--- config.mk ---
export PLATFORM = sky130hd
export DESIGN_NAME = zdb_mode_ctrl
export DESIGN_NICKNAME = d
export VERILOG_FILES = /design/src/rtl/zdb_pkg.sv /design/src/rtl/zdb_sync2.sv /design/src/rtl/zdb_edge_watch.sv /design/src/rtl/zdb_sel_decode.sv /design/src/rtl/zdb_mode_ctrl.sv
export SDC_FILE = /design/constraint.sdc
export NUM_CORES = 1
export LEC_CHECK = 0
export CORE_MARGIN = 5
export CORE_UTILIZATION = 40
export CTS_BUF_LIST = sky130_fd_sc_hd__clkbuf_2
export DETAILED_ROUTE_END_ITERATION = 6
export GPL_ROUTABILITY_DRIVEN = 0
export SETUP_SLACK_MARGIN = 0.1
export SLEW_MARGIN = 20
export SYNTH_ARGS = -nofsm -noshare
export SYNTH_HDL_FRONTEND = slang
export SYNTH_HIERARCHICAL = 1
export SYNTH_SLANG_ARGS = --single-unit
--- constraint.sdc ---
create_clock -name clk -period 2.06 [get_ports clk]
set_input_delay 0.618 -clock clk [delete_from_list [all_inputs] [get_ports clk]]
set_output_delay 0.618 -clock clk [all_outputs]
set_load 0.03 [all_outputs]
--- src/rtl/zdb_pkg.sv ---
package zdb_pkg;

    typedef enum logic [1:0] {
        ST_POWER_DOWN    = 2'd0,
        ST_WAIT_LOCK     = 2'd1,
        ST_ACTIVE_PLL    = 2'd2,
        ST_ACTIVE_BYPASS = 2'd3
    } zdb_state_t;

    typedef struct packed {
        logic bypass;
        logic bank_a;
        logic bank_b;
        logic fb;
    } zdb_mode_t;

    localparam int unsigned SEL_W = 2;
    localparam logic [SEL_W-1:0] SEL_PULLUP = 2'b11;

endpackage

--- src/rtl/zdb_sync2.sv ---
module zdb_sync2 #(
    parameter int unsigned W = 1,
    parameter logic [W-1:0] RST_VAL = '0
) (
    input  logic         clk,
    input  logic         rst,
    input  logic [W-1:0] d_i,
    output logic [W-1:0] q_o
);
    logic [W-1:0] stage1;
    logic [W-1:0] stage2;

    always_ff @(posedge clk) begin
        if (rst) begin
            stage1 <= RST_VAL;
            stage2 <= RST_VAL;
        end else begin
            stage1 <= d_i;
            stage2 <= stage1;
        end
    end

    assign q_o = stage2;
endmodule

--- src/rtl/zdb_edge_watch.sv ---
module zdb_edge_watch #(
    parameter int unsigned IDLE_CYCLES = 1000
) (
    input  logic clk,
    input  logic rst,
    input  logic ref_i,
    output logic rise_o,
    output logic idle_o
);
    localparam int unsigned CW = $clog2(IDLE_CYCLES + 1);
    localparam logic [CW-1:0] LIMIT = CW'(IDLE_CYCLES);

    logic          ref_s;
    logic          ref_prev;
    logic [CW-1:0] gap_cnt;

    zdb_sync2 #(.W(1), .RST_VAL(1'b0)) u_ref_sync (
        .clk (clk),
        .rst (rst),
        .d_i (ref_i),
        .q_o (ref_s)
    );

    always_ff @(posedge clk) begin
        if (rst) begin
            ref_prev <= 1'b0;
        end else begin
            ref_prev <= ref_s;
        end
    end

    assign rise_o = ref_s & ~ref_prev;

    always_ff @(posedge clk) begin
        if (rst) begin
            gap_cnt <= LIMIT;
        end else if (rise_o) begin
            gap_cnt <= '0;
        end else if (gap_cnt != LIMIT) begin
            gap_cnt <= gap_cnt + 1'b1;
        end
    end

    assign idle_o = (gap_cnt == LIMIT);


    rise_clears_idle_chk: assert property (@(posedge clk) disable iff (rst)
        rise_o |=> !idle_o);


    idle_sticks_chk: assert property (@(posedge clk) disable iff (rst)
        (idle_o && !rise_o) |=> idle_o);
endmodule

--- src/rtl/zdb_sel_decode.sv ---
module zdb_sel_decode
    import zdb_pkg::*;
(
    input  logic [SEL_W-1:0] sel_i,
    output zdb_mode_t        mode_o
);
    always_comb begin
        mode_o = '0;
        unique case (sel_i)
            2'b00: begin
                mode_o.fb = 1'b1;
            end
            2'b01: begin
                mode_o.bank_a = 1'b1;
                mode_o.fb     = 1'b1;
            end
            2'b10: begin
                mode_o.bypass = 1'b1;
                mode_o.bank_a = 1'b1;
                mode_o.bank_b = 1'b1;
                mode_o.fb     = 1'b1;
            end
            default: begin
                mode_o.bank_a = 1'b1;
                mode_o.bank_b = 1'b1;
                mode_o.fb     = 1'b1;
            end
        endcase
    end
endmodule

--- src/rtl/zdb_mode_ctrl.sv ---
module zdb_mode_ctrl
    import zdb_pkg::*;
#(
    parameter int unsigned IDLE_CYCLES = 1000
) (
    input  logic       clk,
    input  logic       rst,
    input  logic       ref_clk_i,
    input  logic [1:0] sel_i,
    input  logic       pll_lock_i,
    output logic       pll_pd_o,
    output logic       src_ref_o,
    output logic       bank_a_oe_o,
    output logic       bank_b_oe_o,
    output logic       fb_oe_o
);
    logic             ref_rise;
    logic             ref_idle;
    logic [SEL_W-1:0] sel_s;
    zdb_mode_t        mode;
    zdb_state_t       state, state_nx;

    zdb_edge_watch #(.IDLE_CYCLES(IDLE_CYCLES)) u_watch (
        .clk    (clk),
        .rst    (rst),
        .ref_i  (ref_clk_i),
        .rise_o (ref_rise),
        .idle_o (ref_idle)
    );

    zdb_sync2 #(.W(SEL_W), .RST_VAL(SEL_PULLUP)) u_sel_sync (
        .clk (clk),
        .rst (rst),
        .d_i (sel_i),
        .q_o (sel_s)
    );

    zdb_sel_decode u_dec (
        .sel_i  (sel_s),
        .mode_o (mode)
    );

    always_comb begin
        state_nx = state;
        unique case (state)
            ST_POWER_DOWN: begin
                if (ref_rise) begin
                    state_nx = mode.bypass ? ST_ACTIVE_BYPASS : ST_WAIT_LOCK;
                end
            end
            ST_WAIT_LOCK: begin
                if (ref_idle)         state_nx = ST_POWER_DOWN;
                else if (mode.bypass) state_nx = ST_ACTIVE_BYPASS;
                else if (pll_lock_i)  state_nx = ST_ACTIVE_PLL;
            end
            ST_ACTIVE_PLL: begin
                if (ref_idle)         state_nx = ST_POWER_DOWN;
                else if (mode.bypass) state_nx = ST_ACTIVE_BYPASS;
                else if (!pll_lock_i) state_nx = ST_WAIT_LOCK;
            end
            ST_ACTIVE_BYPASS: begin
                if (ref_idle)          state_nx = ST_POWER_DOWN;
                else if (!mode.bypass) state_nx = pll_lock_i ? ST_ACTIVE_PLL : ST_WAIT_LOCK;
            end
            default: state_nx = ST_POWER_DOWN;
        endcase
    end

    always_ff @(posedge clk) begin
        if (rst) state <= ST_POWER_DOWN;
        else     state <= state_nx;
    end

    always_comb begin
        pll_pd_o    = 1'b0;
        src_ref_o   = 1'b0;
        bank_a_oe_o = 1'b0;
        bank_b_oe_o = 1'b0;
        fb_oe_o     = 1'b0;
        unique case (state)
            ST_POWER_DOWN: begin
                pll_pd_o = 1'b1;
            end
            ST_WAIT_LOCK: begin
            end
            ST_ACTIVE_PLL: begin
                bank_a_oe_o = mode.bank_a;
                bank_b_oe_o = mode.bank_b;
                fb_oe_o     = mode.fb;
            end
            ST_ACTIVE_BYPASS: begin
                pll_pd_o    = 1'b1;
                src_ref_o   = 1'b1;
                bank_a_oe_o = 1'b1;
                bank_b_oe_o = 1'b1;
                fb_oe_o     = 1'b1;
            end
            default: pll_pd_o = 1'b1;
        endcase
    end


    bypass_drives_all_chk: assert property (@(posedge clk) disable iff (rst)
        src_ref_o |-> (pll_pd_o && bank_a_oe_o && bank_b_oe_o && fb_oe_o));


    pd_tristate_chk: assert property (@(posedge clk) disable iff (rst)
        (pll_pd_o && !src_ref_o) |-> !(bank_a_oe_o || bank_b_oe_o || fb_oe_o));


    lock_gates_oe_chk: assert property (@(posedge clk) disable iff (rst)
        (fb_oe_o && !src_ref_o) |-> $past(pll_lock_i));


    wake_releases_pll_chk: assert property (@(posedge clk) disable iff (rst)
        (state == ST_POWER_DOWN && ref_rise && !mode.bypass) |=> !pll_pd_o);


    bank_b_needs_a_chk: assert property (@(posedge clk) disable iff (rst)
        bank_b_oe_o |-> bank_a_oe_o);
endmodule

== Word-level counts from Yosys, hierarchy flattened ==
Cells that the tools add are included.

* Bits in latches: 0
* Input port bits: 6
* Output and inout bits: 5
* Memories kept: 0
* Memory bits (writable): 0
* Word-level logic and storage cells: 52
* Bits in registers: 19
* Memory bits (read-only): 0

* Order comparisons: 0
* Divide/modulo/power cells: 0
* Multipliers: 0
* Equality and inequality tests: 11
* Mux-type cells: 22
* Shift operators: 0
* Bitwise operators: 2
* Reduce and logical (&&, ||, !) cells: 8
* Add/sub/neg operators: 1

{| class="wikitable"
|+ Operators by type and width
! cell !! number
|-
| two-way mux 2 bit || 11
|-
| two-way mux 10 bit || 2
|-
| adder 10 x 1 -> 10 bit (second input constant) || 1
|-
| equality test 10 bit (second input constant) || 1
|-
| inequality test 10 bit (second input constant) || 1
|-
| inequality test 4 bit (second input constant) || 2
|-
| one-hot mux 2 bit (4 select lines) || 1
|-
| OR reduction 2 bit || 4
|-
| equality test 2 bit (second input constant) || 3
|-
| two-way mux 1 bit || 6
|-
| equality test 2 x 1 -> 1 bit (second input constant) || 2
|-
| zero test 2 bit || 2
|-
| one-hot mux 1 bit (2 select lines) || 2
|-
| AND reduction 4 bit || 1
|-
| inequality test 3 bit (second input constant) || 1
|-
| inequality test 2 bit (second input constant) || 1
|-
| nonzero test 2 bit || 1
|-
| bitwise AND 1 bit || 1
|-
| inverter 1 bit || 1
|}

== Depth between registers and ports, before layout ==
* Word-level depth: 5
* Gate-level depth with buffers: 7
* Mapped depth without buffers: 7

== Cells and area by module ==
Netlist, hierarchy kept.

{| class="wikitable"
|+ By module, submodules not included
! module !! instances !! cells an instance !! area each (um^2) !! sequential area each (um^2)
|-
| zdb_edge_watch || 1 || 63 || 575.6 || 220.2
|-
| zdb_mode_ctrl || 1 || 35 || 292.8 || 40.0
|-
| zdb_sync2 at u_sel_sync || 1 || 8 || 105.1 || 80.1
|-
| zdb_sync2 at u_watch.u_ref_sync || 1 || 4 || 52.6 || 40.0
|-
| zdb_sel_decode || 1 || 5 || 27.5 || 0.0
|}

== Worst setup path after synthesis ==
OpenSTA, ideal clock, no wires.

* Path kind: register to output
* Start point: reg state[1]
* End point: out bank_a_oe_o
* Data required time: 1,442 ps
* Buffers on the path: 0
* Data arrival time: 1,105 ps
* Cell stages (with the launch flop): 3
* Slack: 337 ps
* Cell sequence: dfxtp_1 ha_1 a21o_1

* Cells in the longest elaborated chain, start to end: 2
* Elaborated cells on any way between the ends: 3
* Those cells by class: eq/ne: 2; mux: 1

{| class="wikitable"
|+ RTL lines
! what !! RTL line !! RTL
|-
| start, declared || zdb_mode_ctrl.sv:21 || <nowiki>zdb_state_t state, state_nx;</nowiki>
|-
| start signal, assigned || zdb_mode_ctrl.sv:71 || <nowiki>else state <= state_nx;</nowiki>
|-
| equality test 2 bit || zdb_mode_ctrl.sv:80 || <nowiki>unique case (state)</nowiki>
|-
| one-hot mux 1 bit (2 select lines) * || zdb_mode_ctrl.sv:80 ||
|-
| end, declared || zdb_mode_ctrl.sv:13 || <nowiki>output logic bank_a_oe_o,</nowiki>
|}

Every way passes the cells marked *; elsewhere a longest branch is shown, timed or not.

== Final worst setup path ==
Same ends and word-level chain as after synthesis.

==> flow_results.org <==
** Global route
- The number of antenna violations at the first check in global routing came to 0.
- Entering global routing, the biggest net connects 14 pins.
- Total overflow reported by the global router :: 0
- Number of global-route vias before repair :: 801
- The first global-routing pass estimated 3.36 mm of wire.
- In the global route stage, overall resource usage came out at 0.118.

** Route
- Number of antenna-violating nets in the routed design :: 0
- DR vias :: 874
- In the final routed layout, each cell accounts on average for 12.0 microns.
- Initial DRC count :: 25
- Routed wire length :: 1.95 mm
- Pre-antenna DRT Iters :: 4
- For this run, design rule violations remaining after detail routing come to 0.
- Post-detailed-route via-to-cell ratio :: 5.40

** Clock network
- The tree built by TritonCTS fans out to 19 sinks.
- The later pin in the worst-skew pair is clocked with a latency of 0.30 ns.
- No sink is reached through more buffers than the 2 on the longest clock path.
- Num CTS Buffers :: 3
- Clock-pin slew on the worst setup and hold paths :: 0.17 ns
- Level count of the clock H-tree :: 1
- In this run the clock root is driven by a clkbuf_2.
- TritonCTS built the clock tree.

** Floorplan
- For this design the top-level I/O count stands at 11.
- The floorplan step defined a die boundary enclosing 3760 sq um.
- Measured along the y axis, the die boundary spans 61.3 microns.
- Measured along the x axis, the die boundary spans 61.3 microns.
- In this run the core area contains 18 standard-cell rows.
- Initial Utilization :: 0.421
- The region available for standard cell placement spans 2500 sq um.

** Power
- Fraction of power consumed by combinational cells :: 0.531
- IR analysis of the VDD net gives a maximum drop of 0.000774 V.
- Internal Power :: 0.826 mW
- Pleak :: 0.515 nW
- Summed over all nets, the switching power comes to 0.544 mW.
- Of the total power, the clock network draws 0.113.
- Of the total power, the share spent switching nets is 0.397.
- Power Dens Cells :: 1080 nW/um^2
- Flop pwr share :: 0.356

** STA
- Max frequency :: 525 MHz
- Worst hold margin :: 0.429 ns
- The count of pins over their slew limit is 0.
- Sum of negative setup slack :: 0 ns
- The final hold violation count was 0.
- Counting I/O delays and the setup requirement, the final critical path takes 1.90 ns.
- Dividing the final minimum period by the clock period gives 0.924.
- Finish-stage setup viols :: 0
- Unrepaired setup endpoints after global routing :: no
- Final worst clock skew :: 0.00388 ns

** Setup path
- Data on the critical path arrives at its endpoint at 1.29 ns.
- Sort of element at the end of the critical path :: output port
- The worst register-to-register path has a depth of 8.
- STA classifies the critical path startpoint as a flip-flop.
- The setup path with the least slack is of type flip-flop to output port.
- For the worst setup path, the data required time is 1.44 ns.
- Peak fanout along the critical path :: 6

** Status
- The run finished with clean final reports.

** Synthesis
- Total nets after synthesis :: 128
- Post-synthesis async set-or-reset flop share :: 0
- Count of flip-flops with a built-in enable after synthesis :: 0
- Mean cell area of the mapped netlist :: 9.16 sq um
- In this run, distinct cell masters in the synthesized netlist total 37.
- Total of flip-flops plus latches after synthesis :: 19
- Cells after Synth :: 115
- For this run, the register share of the synthesized area comes to 0.361.
- Main flop type after synthesis :: dfxtp_1
- Synth warn :: 6
- The mapped netlist covers 1050 sq um.

** Placed design
- Final HPWL DP :: 1.49 mm
- The placed instances occupy a cell area of 1190 sq um.
- During placement, the flow inserted port buffers numbering 10.
- Once placement completed, the tool counted placed cells totaling 157.

** Hold path
- The tightest min-delay check is of the flip-flop to flip-flop type.
- Hold Path Depth :: 1

** Final layout
- Fraction of final layout cells sized beyond drive strength 1 :: 0.220
- Total Nets Final :: 146
- With fillers left out, the area of the finished cells amounts to 1270 sq um.
- The repair_antennas step left the layout with diodes totalling 0.
- Cell Count, Final, Fillers Out :: 162
- Area growth syn-to-layout :: 20.5%
- Utilization after layout :: 0.508

** Job
- Max Cap Viol :: 0
-- metrics by stage --
step	worst slack [ns]	power [mW]
after floorplan	0.337	0.926
after global placement	0.166	1.13
after detailed placement	0.125	1.14
after CTS	0.102	1.34
after global routing	0.0982	1.48
final	0.156	1.37
-- cells in the final DEF (no fill, tap or decap), types with 2 or more instances in the layout --
master	instances
nand2_1	4
or4_1	5
mux2i_1	2
xor2_1	2
dfxtp_1	17
dfxtp_4	2
clkdlybuf4s50_1	5
ha_1	5
nand4bb_1	2
o2111ai_1	3
buf_4	6
inv_2	2
o211ai_1	5
clkbuf_2	3
or2_1	6
a31oi_1	2
nand3_1	13
o21ai_0	2
a21o_1	3
inv_1	8
or3_1	2
buf_6	5
ha_4	2
nor3_1	3
nor2b_1	4
nand2b_1	2
-- cell usage after synthesis (3+ instances only) --
cell / count / area share
o2111ai_1: 3 / 0.025
nor2b_1: 4 / 0.024
a21o_1: 3 / 0.021
nand3_1: 13 / 0.062
dfxtp_1: 19 / 0.36
nand2_1: 4 / 0.014
nor3_1: 3 / 0.014
ha_1: 7 / 0.083
or2_1: 6 / 0.036
or4_1: 5 / 0.036
inv_1: 10 / 0.036
o211ai_1: 5 / 0.036
-- flip-flops by register name, indices dropped and copies added, names as in the netlist --
register	count
state	2
u_sel_sync/q_o	2
u_sel_sync/stage1	2
u_watch/gap_cnt	10
u_watch/ref_prev	1
u_watch/u_ref_sync/q_o	1
u_watch/u_ref_sync/stage1	1
-- area by class of cell --
type	instances	area (sq um)
clock buffers	3	15.0
clock inverters	1	5.00
fillers	244	1230
inverters	11	43.8
multi-input cells	81	621
flip-flops and latches	19	388
well taps	30	37.5
repair buffers	17	160
-- power groups by stage --
stage / clock [mW] / sequential [mW] / combinational [mW]
6_report: 0.155 / 0.488 / 0.727
5_1_grt: 0.182 / 0.496 / 0.804
4_1_cts: 0.168 / 0.473 / 0.696
3_5_place_dp: 0 / 0.466 / 0.671
3_3_place_gp: 0 / 0.466 / 0.661
2_1_floorplan: 0 / 0.465 / 0.461
-- final timing paths --
check / startpoint / endpoint / slack [ns]
max: state[1] / bank_a_oe_o / 0.16
min: u_sel_sync/stage1[1] / u_sel_sync/q_o[1] / 0.43
max reg2reg: u_watch/gap_cnt[0] / state[1] / 0.33
min reg2reg: u_sel_sync/stage1[1] / u_sel_sync/q_o[1] / 0.43
-- critical path: stages (launching register included) --
cell and delay (ns):
dfxtp_4 0.41, ha_4 0.17, buf_6 0.12, a21o_1 0.15
buf_6 0.13
-- what timing repair did --
| action | in CTS | in global routing |
|---|---|---|
| setup endpoints to repair | 5 | 5 |
| resized for setup | 10 | 6 |
| setup buffers | 0 | 1 |
| hold buffers | 0 | 0 |
-- metal layers --
metal | wire length (microns) | track usage | up-vias | share of wire
li1 | - | - | 447 | -
met1 | 985 | 0.153 | 404 | 0.50
met2 | 862 | 0.190 | 21 | 0.44
met3 | 94 | 0.0398 | 2 | 0.048
met4 | 9 | 0.0279 | 0 | 0.0046
met5 | 0 | 0 | - | 0
-- logic make-up (layout without fill, tap and decap cells) --
family | count (synthesis) | in the layout | synth area share
simple gates | 49 | 49 | 0.296
compound gates | 19 | 19 | 0.137
flops | 19 | 19 | 0.361
buf+inv | 15 | 32 | 0.0736
fa+ha+maj | 7 | 7 | 0.0831
mux | 3 | 3 | 0.0297
xor+xnor | 2 | 2 | 0.0166
other cells | 1 | 1 | 0.00356
No activity file was read; power rests on OpenSTA's default activity.
